===== config.mk =====
export PLATFORM = sky130hd
export DESIGN_NAME = adc_seq_ctrl
export DESIGN_NICKNAME = d
export VERILOG_FILES = /design/src/rtl/adc_seq_pkg.sv /design/src/rtl/adc_seq_phase.sv /design/src/rtl/adc_seq_timer.sv /design/src/rtl/adc_seq_port.sv /design/src/rtl/adc_seq_ctrl.sv
export SDC_FILE = /design/constraint.sdc
export NUM_CORES = 1
export LEC_CHECK = 0
export ABC_AREA = 1
export BUFFER_PORTS_ARGS = -buffer_cell sky130_fd_sc_hd__buf_2
export CAP_MARGIN = 10
export CORE_MARGIN = 10
export CORE_UTILIZATION = 51
export DETAILED_ROUTE_END_ITERATION = 12
export GPL_TIMING_DRIVEN = 0
export PLACE_DENSITY = 0.78
export SLEW_MARGIN = 25
export SYNTH_ARGS = -nofsm -noshare
export SYNTH_HDL_FRONTEND = slang
export SYNTH_SLANG_ARGS = --single-unit

===== constraint.sdc =====
create_clock -name clk -period 2.2 [get_ports clk]
set_input_delay 0.55 -clock clk [delete_from_list [all_inputs] [get_ports clk]]
set_output_delay 0.55 -clock clk [all_outputs]
set_load 0.01 [all_outputs]

===== src/rtl/adc_seq_pkg.sv =====
package adc_seq_pkg;
   typedef enum logic [2:0] {
      ST_WAKE    = 3'd0,
      ST_STBY    = 3'd1,
      ST_OFFCAL  = 3'd2,
      ST_GAINCAL = 3'd3,
      ST_CONV    = 3'd4
   } seq_state_t;
endpackage


===== src/rtl/adc_seq_phase.sv =====
// Half-rate tick: high on every second master clock edge after reset.
module adc_seq_phase (
   input  logic clk,
   input  logic rst,
   output logic tick_o
);
   logic ph_q;
   always_ff @(posedge clk) begin
      if (rst) ph_q <= 1'b0;
      else     ph_q <= ~ph_q;
   end
   assign tick_o = ph_q;
endmodule


===== src/rtl/adc_seq_timer.sv =====
// Tick counter: done when the running count reaches limit-1 ticks.
module adc_seq_timer #(
   parameter int CW = 11
) (
   input  logic          clk,
   input  logic          rst,
   input  logic          tick_i,
   input  logic          run_i,
   input  logic          restart_i,
   input  logic [CW-1:0] limit_i,
   output logic          done_o
);
   localparam logic [CW-1:0] ONE = {{(CW-1){1'b0}}, 1'b1};
   logic [CW-1:0] cnt_q;
   always_ff @(posedge clk) begin
      if (rst)                     cnt_q <= '0;
      else if (tick_i && restart_i) cnt_q <= '0;
      else if (tick_i && run_i)    cnt_q <= cnt_q + ONE;
   end
   assign done_o = (cnt_q == (limit_i - ONE));
endmodule


===== src/rtl/adc_seq_port.sv =====
// Output holding register, loaded by the update strobe.
module adc_seq_port #(
   parameter int WORD_W = 20
) (
   input  logic              clk,
   input  logic              rst,
   input  logic              fire_i,
   input  logic [WORD_W-1:0] word_i,
   input  logic              chan_i,
   input  logic              bip_i,
   output logic              upd_o,
   output logic [WORD_W-1:0] word_o,
   output logic              chan_o,
   output logic              bip_o
);
   always_ff @(posedge clk) begin
      if (rst) begin
         upd_o  <= 1'b0;
         word_o <= '0;
         chan_o <= 1'b0;
         bip_o  <= 1'b0;
      end else begin
         upd_o <= fire_i;
         if (fire_i) begin
            word_o <= word_i;
            chan_o <= chan_i;
            bip_o  <= bip_i;
         end
      end
   end
endmodule


===== src/rtl/adc_seq_ctrl.sv =====
module adc_seq_ctrl
   import adc_seq_pkg::*;
#(
   parameter int WORD_W   = 20,
   parameter int WAKE_CYC = 1800,
   parameter int CONV_CYC = 1624,
   parameter int CONT_CYC = 1622,
   parameter int CAL_CYC  = 1624
) (
   input  logic              clk,
   input  logic              rst,
   input  logic              cal_i,
   input  logic              conv_i,
   input  logic              chan_i,
   input  logic              bip_i,
   input  logic [WORD_W-1:0] result_i,
   output logic [2:0]        state_o,
   output logic              upd_o,
   output logic [WORD_W-1:0] word_o,
   output logic              chan_o,
   output logic              bip_o
);
   localparam int WAKE_T = WAKE_CYC / 2;
   localparam int CONV_T = CONV_CYC / 2;
   localparam int CONT_T = CONT_CYC / 2;
   localparam int CAL_T  = CAL_CYC / 2;
   localparam int MAX_T  = (WAKE_T > CONV_T ? WAKE_T : CONV_T) > CAL_T ?
                           (WAKE_T > CONV_T ? WAKE_T : CONV_T) : CAL_T;
   localparam int CW     = $clog2(MAX_T + 1) + 1;

   generate
      if ((WAKE_CYC % 2) != 0 || (CONV_CYC % 2) != 0 ||
          (CONT_CYC % 2) != 0 || (CAL_CYC % 2) != 0) begin : g_odd_period
         $error("adc_seq_ctrl: all periods must be even master-clock counts");
      end
      if (WAKE_CYC < 4 || CONV_CYC < 4 || CONT_CYC < 4 || CAL_CYC < 4) begin : g_short_period
         $error("adc_seq_ctrl: periods must be at least 4 clocks");
      end
      if (WORD_W < 1) begin : g_bad_width
         $error("adc_seq_ctrl: WORD_W must be positive");
      end
   endgenerate

   logic       tick;
   logic       done;
   logic       restart;
   logic       latch;
   logic       fire;
   logic       first_q, first_n;
   logic       conv_q;
   logic       chan_lat, bip_lat;
   logic       both, rise;
   logic [CW-1:0] limit;
   seq_state_t st_q, st_n;

   adc_seq_phase u_phase (.clk(clk), .rst(rst), .tick_o(tick));

   always_comb begin
      unique case (st_q)
         ST_WAKE:               limit = CW'(WAKE_T);
         ST_OFFCAL, ST_GAINCAL: limit = CW'(CAL_T);
         default:               limit = first_q ? CW'(CONV_T) : CW'(CONT_T);
      endcase
   end

   adc_seq_timer #(.CW(CW)) u_timer (
      .clk(clk), .rst(rst), .tick_i(tick), .run_i(st_q != ST_STBY),
      .restart_i(restart), .limit_i(limit), .done_o(done)
   );

   assign both = cal_i & conv_i;
   assign rise = conv_i & ~conv_q;

   always_comb begin
      st_n    = st_q;
      first_n = first_q;
      restart = 1'b0;
      latch   = 1'b0;
      fire    = 1'b0;
      if (tick) begin
         if (st_q == ST_WAKE) begin
            if (done) begin
               if (both) begin
                  st_n = ST_OFFCAL; restart = 1'b1;
               end else if (conv_i) begin
                  st_n = ST_CONV; restart = 1'b1; latch = 1'b1; first_n = 1'b1;
               end else begin
                  st_n = ST_STBY;
               end
            end
         end else if (both && st_q != ST_OFFCAL && st_q != ST_GAINCAL) begin
            st_n = ST_OFFCAL; restart = 1'b1;
         end else begin
            unique case (st_q)
               ST_STBY: if (rise) begin
                  st_n = ST_CONV; restart = 1'b1; latch = 1'b1; first_n = 1'b1;
               end
               ST_OFFCAL: if (done) begin
                  st_n = ST_GAINCAL; restart = 1'b1;
               end
               ST_GAINCAL: if (done) st_n = ST_STBY;
               ST_CONV: begin
                  if (rise) begin
                     restart = 1'b1; latch = 1'b1; first_n = 1'b1;
                  end else if (done) begin
                     fire = 1'b1;
                     if (conv_i) begin
                        restart = 1'b1; first_n = 1'b0;
                     end else begin
                        st_n = ST_STBY;
                     end
                  end
               end
               default: st_n = st_q;
            endcase
         end
      end
   end

   always_ff @(posedge clk) begin
      if (rst) begin
         st_q     <= ST_WAKE;
         first_q  <= 1'b1;
         conv_q   <= 1'b0;
         chan_lat <= 1'b0;
         bip_lat  <= 1'b0;
      end else begin
         st_q    <= st_n;
         first_q <= first_n;
         if (tick) conv_q <= conv_i;
         if (latch) begin
            chan_lat <= chan_i;
            bip_lat  <= bip_i;
         end
      end
   end

   adc_seq_port #(.WORD_W(WORD_W)) u_port (
      .clk(clk), .rst(rst), .fire_i(fire), .word_i(result_i),
      .chan_i(chan_lat), .bip_i(bip_lat),
      .upd_o(upd_o), .word_o(word_o), .chan_o(chan_o), .bip_o(bip_o)
   );

   assign state_o = st_q;
endmodule


==> results of run 1 <==
[cells by family (layout without fill, tap and decap cells)]
family / count (synthesis) / after routing
buffers and inverters: 29 / 88
DFF: 42 / 42
and+or+nand+nor: 146 / 146
AOI/OAI and AO/OA: 39 / 39
adders and majority gates: 1 / 1
xor gates and xnor gates: 10 / 10
[layer usage]
layer,vias to the layer above,track usage,routed length (um)
li1,956,-,-
met1,780,0.161,1960
met2,44,0.212,1880
met3,5,0.0695,394
met4,0,0.0450,57
met5,-,0,0
[through the flow]
stage	hold WS (ns)	total power, W	cell area [um2]	util
6_report	0.455	0.00135	2320	0.635
5_1_grt	0.466	0.00141	2320	0.635
4_1_cts	0.453	0.00137	2320	0.635
3_5_place_dp	0.448	0.000871	2240	0.611
3_3_place_gp	0.443	0.000869	2240	0.611
2_1_floorplan	0.426	0.000836	1920	-
[path summary, 6_finish.rpt]
check | endpoint | slack [ns]
worst min-delay path | u_phase.tick_o | 0.45
worst min register to register | first_q | 0.47
worst max register to register | u_port.word_o[4] | 0.36
worst max-delay path | u_port.word_o[4] | 0.36
[power by group]
part,leakage (nW),internal (W),total (W),switching (W)
clock,0.0483,0.000224,0.000502,0.000278
sequential,0.339,0.000766,0.000775,0.00000911
combinational,0.760,0.0000334,0.0000770,0.0000435
[state kept, by name, summed over array words and instances, names as in the netlist]
signal          cells
u_port.word_o      20
u_timer.cnt_q      11
state_o             3
bip_lat             1
chan_lat            1
conv_q              1
first_q             1
u_phase.tick_o      1
u_port.bip_o        1
u_port.chan_o       1
u_port.upd_o        1
[cells in the mapped netlist (all sizes together), types with 2 or more instances]
cell	instances
nor3	5
nand3	7
xnor2	2
clkbuf	2
nand2	45
nor2	86
dfxtp	42
o21ai	32
xor2	8
buf	5
a211oi	2
inv	21
nand4	3
a21oi	4
[cell type report]
cell class | count | area share
multi-input cells | 196 | 0.407
repair buffers | 51 | 0.110
plain buffers | 7 | 0.0221
well taps | 48 | 0.0258
clock inverters | 3 | 0.00807
inverters | 22 | 0.0355
flip-flops and latches | 42 | 0.362
clock buffers | 5 | 0.0296
[worst max-delay path, cell delays in order (launching register included)]
cell     delay (ns)
dfxtp_1        0.39
nor2_4         0.22
nand2_1        0.15
nor2_2         0.14
nand2_2        0.10
nor2_1         0.11
nand4_1        0.21
buf_2          0.25
nor2_1         0.11
nor2_1         0.05
==> results.sh, run 1 <==
export IMPL_drt_iter0_drc=96
export IMPL_reg2reg_depth=9
export IMPL_post_route_period_util=0.834
export IMPL_ctsHoldBuffers=0
export IMPL_instances_no_fill=374
export IMPL_cp_required_ns=2.39
export IMPL_slew_headroom=0.707
export IMPL_multi_input_comb_area_um2=947
export IMPL_vdd_drop_max_mv=0.386
export IMPL_dp_slack_ns=0.258
export IMPL_post_place_cells=366
export IMPL_setup_slack_ns=0.365
export IMPL_postSynthCellCount=267
export IMPL_drc_errors=0
export IMPL_syn_to_final_growth_pct=21.0
export IMPL_cts_root_buf="clkbuf_8"
export IMPL_fillers=350
export IMPL_grt_pass1_vias=1707
export IMPL_start_util=0.525
export IMPL_hp_start="rst"
export IMPL_die_h_um=81.4
export IMPL_cellLeakagePower_nw=1.15
export IMPL_p_per_area_nw_per_um2=583
export IMPL_synth_top_area_frac=0.438
export IMPL_cts_sinks=42
export IMPL_max_cap_violations=0
export IMPL_yosysWarningCount=0
export IMPL_clkLatencyLatePin_ns=0.30
export IMPL_final_setup_skew_ns=0.00798
export IMPL_via_count=1785
export IMPL_synth_compound_area_frac=0.108
export IMPL_io_buffers=51
export IMPL_cts_tree="done"
export IMPL_grt_max_degree=15
export IMPL_status="complete, no violations"
export IMPL_postCtsSetupRepairBufs=0
export IMPL_synthAdderAreaFrac=0.00651
export IMPL_routed_wl_um=4290
export IMPL_netlist_area_um2=1920
export IMPL_rsz0062_at_grt="false"
export IMPL_synth_cell_types=27
export IMPL_layout_min_cycle_time_ns=1.84
export IMPL_cp_startpoint="state_o[1]"
export IMPL_critPathKind="register to register"
export IMPL_nets=352
export IMPL_drive_above_1_share=0.270
export IMPL_place_gp_congestion=0.828
export IMPL_arrival_ns=2.03
export IMPL_pin_count=52
export IMPL_drtPass1Iterations=4
export IMPL_async_flop_share=0
export IMPL_worstPathMaxFanout=10
export IMPL_max_freq_ghz=0.545
export IMPL_globalRouteTotalUtil=0.137
export IMPL_grt_overflow=0
export IMPL_ys_ff_latch=42
export IMPL_hp_class="input port to register"
export IMPL_regArea_um2=841
export IMPL_dp_hpwl_um=3290
export IMPL_cp_start_kind="register"
export IMPL_die_width_um=81.4
export IMPL_post_synth_top_area_cell="dfxtp_1"
export IMPL_core_um2=3660
export IMPL_muxShareOfSynthArea=0
export IMPL_cts_htree_levels=2
export IMPL_synth_top_family_by_area="simple AND/OR/NAND/NOR gates"
export IMPL_tightest_slew_ns=0.439
export IMPL_reg2reg_from="state_o[1]"
export IMPL_drv_slew=0
export IMPL_syn_area_per_cell_um2=7.20
export IMPL_grt_pass1_wl_um=7280
export IMPL_synthFlopType="dfxtp_1"
export IMPL_hold_depth=2
export IMPL_cts_resized=0
export IMPL_ys_seq_area_frac=0.438
export IMPL_insertedDiodeCount=0
export IMPL_antenna_found_initial=0
export IMPL_layout_common_cells="nor2_1 (72), buf_2 (53), nand2_1 (42), dfxtp_1 (42), o21ai_1 (20)"
export IMPL_end_kind="register"
export IMPL_clk_pin_slew_ns=0.09
export IMPL_ant_nets=0
export IMPL_vias_per_cell=4.77
export IMPL_fin_tns_setup_ns=0
export IMPL_clockBufferDepth=2
export IMPL_synth_xor_area_frac=0.0456
export IMPL_cts_made_buffers=5
export IMPL_synthSimpleGateAreaFrac=0.333
export IMPL_wire_per_inst_um=11.5
export IMPL_finalSetupViolCount=0
export IMPL_die_area_um2=6620
export IMPL_rows=22
export IMPL_mostFrequentLayoutCell="nor2_1"
export IMPL_synth_fp_nets=294
export IMPL_synth_edf_count=0
export IMPL_hold_violations=0
export IMPL_synth_area_leaders="dfxtp_1 (44%), nor2_1 (14%), nand2_1 (8.2%)"
Power figures use the tool's default switching activity.
==> run 2, diff against run 1 <==
- CORE_UTILIZATION: 51 -> 46
- PLACE_DENSITY: 0.78 -> 0.74
- clock period: 2.2 -> 1.5 ns (I/O delays scaled with it)
==> run 2 against run 1 <==
  * The flow now finishes with violations (negative setup slack)
  * Final cell count rose by 7.0%
  * Via count is 12% higher
  * Register-to-register slack worse by 0.66 ns
  * Global-route usage down 0.23 points
  * Clock-buffer cell count grew 1
  * Critical path depth increased by 3
  * Routed wire length is 30% higher
  * Clock power increased by 77%
  * Worst hold slack got worse by 0.17 ns
==> results.sh, run 2 (synthesized netlist as in run 1, its figures left out) <==
export IMPL_status="finished, violations left"
export IMPL_failed_checks="negative setup slack"
export IMPL_die_width_um=84.6
export IMPL_post_route_period_util=1.19
export IMPL_cellLeakagePower_nw=1.31
export IMPL_p_comb_frac=0.066
export IMPL_grt_pass1_vias=1886
export IMPL_layout_min_cycle_time_ns=1.79
export IMPL_largest_reg_flops=20
export IMPL_power_w=0.00217
export IMPL_rsz0062_at_grt="true"
export IMPL_pin_count=52
export IMPL_cts_sinks=42
export IMPL_ctsHoldBuffers=0
export IMPL_grt_pass1_wl_um=8250
export IMPL_hold_depth=3
export IMPL_rows=23
export IMPL_routed_wl_um=5580
export IMPL_largest_register="u_port.word_o"
export IMPL_cts_htree_levels=2
export IMPL_hp_class="input port to register"
export IMPL_globalRouteTotalUtil=0.135
export IMPL_core_um2=4030
export IMPL_cp_required_ns=1.70
export IMPL_nets=376
export IMPL_ant_nets=0
export IMPL_syn_to_final_growth_pct=43.6
export IMPL_place_gp_congestion=0.846
export IMPL_dp_hpwl_um=3540
export IMPL_reg2reg_depth=12
export IMPL_tightest_slew_ns=0.525
export IMPL_drc_errors=0
export IMPL_antenna_found_initial=0
export IMPL_finalSetupViolCount=40
export IMPL_die_area_um2=7160
export IMPL_final_setup_skew_ns=0.00524
export IMPL_clkPwrFrac=0.411
export IMPL_wire_per_inst_um=14.0
export IMPL_cts_tree="done"
export IMPL_drv_slew=0
export IMPL_max_cap_violations=0
export IMPL_end_kind="register"
export IMPL_grt_max_degree=14
export IMPL_final_util=0.685
export IMPL_mostFrequentLayoutCell="nor2_1"
export IMPL_drtPass1Iterations=4
export IMPL_clockBufferDepth=2
export IMPL_cts_made_buffers=5
export IMPL_cts_root_buf="clkbuf_8"
export IMPL_grt_overflow=0
export IMPL_r2r_slack_ns=-0.29
export IMPL_clkLatencyLatePin_ns=0.30
export IMPL_io_buffers=51
export IMPL_vias_per_cell=4.98
export IMPL_p_per_area_nw_per_um2=785
export IMPL_cellInternalPower_w=0.00168
export IMPL_setup_slack_ns=-0.290
export IMPL_drt_iter0_drc=142
export IMPL_layout_common_cells="nor2_1 (65), buf_2 (51), dfxtp_1 (37), nand2_1 (32)"
export IMPL_insertedDiodeCount=0
export IMPL_p_sw_frac=0.226
export IMPL_start_util=0.477
export IMPL_vdd_drop_max_mv=0.643
export IMPL_clk_pin_slew_ns=0.08
export IMPL_hold_violations=0
export IMPL_max_freq_ghz=0.559
export IMPL_seqPwrFrac=0.523
export IMPL_cp_start_kind="register"
export IMPL_via_count=1992
export IMPL_worstPathMaxFanout=6
export IMPL_slew_headroom=0.650
export IMPL_critPathKind="register to register"
export IMPL_drive_above_1_share=0.437
export IMPL_p_switching_w=0.000490
export IMPL_arrival_ns=1.99
export IMPL_die_h_um=84.6
## run 2: metal layers
layer  wire [um]  global-route usage  part of all wire
met5           0                   0                 0
met1        2230               0.157              0.40
met4         182              0.0449             0.033
met2        2750               0.209              0.49
met3         424              0.0686             0.076
## run 2: through the flow
stage	setup TNS (ns)	std cells	area [um2]	setup WS [ns]	hold slack, ns
detailed placement	-9.08	368	2260	-0.298	0.457
global placement	-9.14	368	2260	-0.304	0.460
finish	-7.49	400	2760	-0.290	0.280
global route	-12.48	400	2760	-0.420	0.277
floorplan	-1.41	267	1940	-0.0547	0.426
CTS	-4.91	386	2490	-0.169	0.288
## run 2: what timing repair did
| action | in CTS | in global routing |
|---|---|---|
| pin swaps | 7 | 21 |
| resized for setup | 18 | 51 |
| setup buffers | 9 | 12 |
| cloned | 1 | 2 |
| setup endpoints to repair | 40 | 40 |
| hold endpoints to repair | 0 | 0 |
## run 2: area by class of cell
cell class | count | area, um2
plain buffers | 7 | 67.6
flip-flops and latches | 42 | 855
inverters | 22 | 87.6
fillers | 337 | 1270
repair buffers | 75 | 469
clock buffers | 6 | 72.6
clock inverters | 2 | 37.5
multi-input cells | 196 | 1110
well taps | 50 | 62.6
## run 2: worst paths after layout
| check | start | to |
|---|---|---|
| max | u_timer.cnt_q[9] | u_timer.cnt_q[5] |
| max reg2reg | u_timer.cnt_q[9] | u_timer.cnt_q[5] |
| min reg2reg | first_q | first_q |
| min | result_i[6] | u_port.word_o[6] |
## run 2: worst max-delay path, stage by stage, from the launching register on
cell	delay, ns
dfxtp_1	0.36
nand2_1	0.10
nor2_1	0.19
nand2_1	0.12
nor2_4	0.12
nand3_4	0.12
nor2_1	0.17
nor2_1	0.07
nand3_1	0.07
nand2_1	0.07
nand2_2	0.11
buf_6	0.15
nor2_2	0.04
## run 2: power by group through the flow
stage          logic [W]  registers [W]  clock network (W)
2_1_floorplan  0.0000660        0.00116                  0
3_3_place_gp    0.000112        0.00116                  0
3_5_place_dp    0.000116        0.00116                  0
4_1_cts         0.000125        0.00113           0.000912
5_1_grt         0.000159        0.00113           0.000952
6_report        0.000144        0.00113           0.000890
==> run 3, diff against run 2 <==
- ABC_AREA: 1 -> 0
- CORE_UTILIZATION: 46 -> 47
- PLACE_DENSITY: 0.74 -> 0.75
==> run 3 against run 2 <==
  * The flow still finishes with violations (negative setup slack)
  * Clock skew is 0.0058 ns higher
  * Final cell count is 14% lower
  * Sequential power hardly changed
  * First-iteration DRC count is 45% lower
  * Worst hold slack better by 0.037 ns
  * Sequential cell count stayed put
  * Power hardly changed
  * Core utilization is 0.41 points lower
  * Maximum frequency is 8.7% lower
  * Critical endpoint is now state_o[2]
==> results.sh, run 3 <==
export IMPL_synth_area_leaders="dfxtp_1 (42%), mux2i_1 (13%), nor2_1 (7.8%)"
export IMPL_die_h_um=85.6
export IMPL_tightest_slew_ns=0.559
export IMPL_clk_pin_slew_ns=0.08
export IMPL_nets=321
export IMPL_cts_htree_levels=2
export IMPL_failed_checks="negative setup slack"
export IMPL_worst_hold_path_endpoint="u_port.word_o[10]"
export IMPL_wire_per_inst_um=15.3
export IMPL_via_count=1821
export IMPL_post_synth_top_area_cell="dfxtp_1"
export IMPL_cellLeakagePower_nw=1.15
export IMPL_critPathKind="register to register"
export IMPL_syn_to_final_growth_pct=37.6
export IMPL_status="finished, violations left"
export IMPL_cts_root_buf="clkbuf_8"
export IMPL_ctsHoldBuffers=0
export IMPL_vdd_drop_max_mv=0.791
export IMPL_reg2reg_depth=6
export IMPL_core_um2=4090
export IMPL_grt_pass1_wl_um=8670
export IMPL_hp_class="input port to register"
export IMPL_p_comb_frac=0.073
export IMPL_clkPwrFrac=0.405
export IMPL_async_flop_share=0
export IMPL_ys_ff_latch=42
export IMPL_final_util=0.681
export IMPL_p_sw_frac=0.222
export IMPL_slew_headroom=0.622
export IMPL_synth_top_area_frac=0.416
export IMPL_routed_wl_um=5270
export IMPL_dp_hpwl_um=3580
export IMPL_end_kind="register"
export IMPL_grt_pass1_vias=1849
export IMPL_hp_start="result_i[10]"
export IMPL_antenna_found_initial=0
export IMPL_hold_depth=3
export IMPL_start_util=0.495
export IMPL_drt_iter0_drc=78
export IMPL_fin_tns_setup_ns=-15.77
export IMPL_cellInternalPower_w=0.00169
export IMPL_pin_count=52
export IMPL_synthFlopType="dfxtp_1"
export IMPL_final_setup_skew_ns=0.0110
export IMPL_clockBufferDepth=2
export IMPL_setup_slack_ns=-0.462
export IMPL_timing_hold_ws_ns=0.317
export IMPL_die_width_um=85.6
export IMPL_cts_made_buffers=5
export IMPL_syn_area_per_cell_um2=9.03
export IMPL_finalSetupViolCount=40
export IMPL_synth_edf_count=0
export IMPL_reg2reg_from="u_timer.cnt_q[5]"
export IMPL_io_buffers=49
export IMPL_p_per_area_nw_per_um2=779
export IMPL_place_gp_congestion=0.856
export IMPL_hold_violations=0
export IMPL_max_freq_ghz=0.510
export IMPL_drtPass1Iterations=4
export IMPL_insertedDiodeCount=0
export IMPL_ys_seq_area_frac=0.416
export IMPL_cts_sinks=42
export IMPL_arrival_ns=2.15
export IMPL_globalRouteTotalUtil=0.139
export IMPL_drive_above_1_share=0.407
export IMPL_layout_min_cycle_time_ns=1.96
export IMPL_mostFrequentLayoutCell="buf_2"
export IMPL_die_area_um2=7330
export IMPL_cts_tree="done"
export IMPL_max_cap_violations=0
export IMPL_synth_cell_types=42
export IMPL_ant_nets=0
export IMPL_reg2reg_to="state_o[2]"
export IMPL_post_route_period_util=1.31
export IMPL_drv_slew=0
export IMPL_yosysWarningCount=0
export IMPL_yosys_top_cells_count="dfxtp_1 (42), nor2_1 (42), mux2i_1 (27)"
export IMPL_largest_register="u_port.word_o"
export IMPL_grt_max_degree=14
export IMPL_cp_start_kind="register"
export IMPL_r2r_slack_ns=-0.46
export IMPL_clkLatencyLatePin_ns=0.29
export IMPL_postSynthCellCount=224
export IMPL_grt_overflow=0
export IMPL_netlist_area_um2=2020
export IMPL_synth_fp_nets=251
export IMPL_layout_common_cells="buf_2 (49), nor2_1 (35), dfxtp_1 (34), mux2i_1 (24), nand2_1 (14)"
export IMPL_largest_reg_flops=20
export IMPL_drc_errors=0
export IMPL_worstPathMaxFanout=3
export IMPL_seqPwrFrac=0.522
export IMPL_cp_required_ns=1.69
export IMPL_p_switching_w=0.000481
export IMPL_rows=23
export IMPL_vias_per_cell=5.28
export IMPL_rsz0062_at_grt="true"
-- run 3: changes by cell type in the layout (fill, tap and decap cells not counted), moves of 6 or more --
cell / delta
nand2_2: -9
nor2_1: -30
o21ai_1: -15
o21ai_2: -8
inv_1: -10
mux2i_1: +24
nor2_2: -10
nand2_1: -18
buf_6: -6
a21oi_1: +6
-- run 3: logic make-up (layout without fill, tap and decap cells) --
family,count (synthesis),in the layout,synth area share
buf+inv,18,89,0.0476
flops,42,42,0.416
simple gates,88,88,0.210
xor+xnor,11,11,0.0476
compound gates,35,35,0.126
fa+ha+maj,1,1,0.00619
mux,29,29,0.147
-- run 3: final cells by class --
cell class	instances	area, um2
inverters	6	22.5
fillers	338	1310
plain buffers	11	100
flip-flops and latches	42	858
well taps	50	62.6
multi-input cells	164	1250
repair buffers	64	377
clock inverters	2	37.5
clock buffers	6	72.6
-- run 3: worst max-delay path by stage --
stage | from | slack [ns] | to | cells after the start
6_report | u_timer.cnt_q[5] | -0.46 | state_o[2] | 6
5_1_grt | conv_q | -0.53 | u_port.word_o[9] | 7
4_1_cts | u_timer.cnt_q[5] | -0.42 | u_port.word_o[18] | 7
3_5_place_dp | state_o[0] | -0.72 | u_port.word_o[3] | 6
3_3_place_gp | state_o[0] | -0.70 | u_port.word_o[6] | 6
2_1_floorplan | state_o[2] | -0.49 | u_port.word_o[0] | 7
-- run 3: layer usage --
layer / wire, um / global-route usage / vias to the layer above
met5: 0 / 0 / -
met4: 76 / 0.0404 / 0
met3: 250 / 0.0293 / 7
met2: 2780 / 0.245 / 48
met1: 2160 / 0.164 / 843
li1: - / - / 923
-- run 3: metrics by stage --
step                      std cells  instance area (um2)  setup WS (ns)  total power [W]
after floorplan                 224                 2050         -0.492          0.00124
after global placement          323                 2360         -0.699          0.00129
after detailed placement        323                 2360         -0.715          0.00129
after CTS                       341                 2660         -0.417          0.00217
after global routing            345                 2780         -0.526          0.00225
final                           345                 2780         -0.462          0.00217
-- run 3: critical path: stages (launching register included) --
cell      delay, ns
dfxtp_2        0.33
or3b_4         0.39
mux2_4         0.29
buf_4          0.15
a211oi_4       0.21
o211ai_1       0.17
mux2_2         0.31
-- run 3: power groups by stage --
stage,combinational [W],sequential (W),clock [W]
global route,0.000175,0.00113,0.000938
global placement,0.000126,0.00116,0
finish,0.000158,0.00113,0.000877
CTS,0.000144,0.00113,0.000899
detailed placement,0.000128,0.00116,0
floorplan,0.0000820,0.00116,0
-- run 3: repair_timing --
item,4_1_cts,5_1_grt
cloned,1,1
pin swaps,10,2
endpoints found under the hold margin,0,0
endpoints found under the setup margin,40,40
setup buffers,10,3
gates resized for setup,35,27
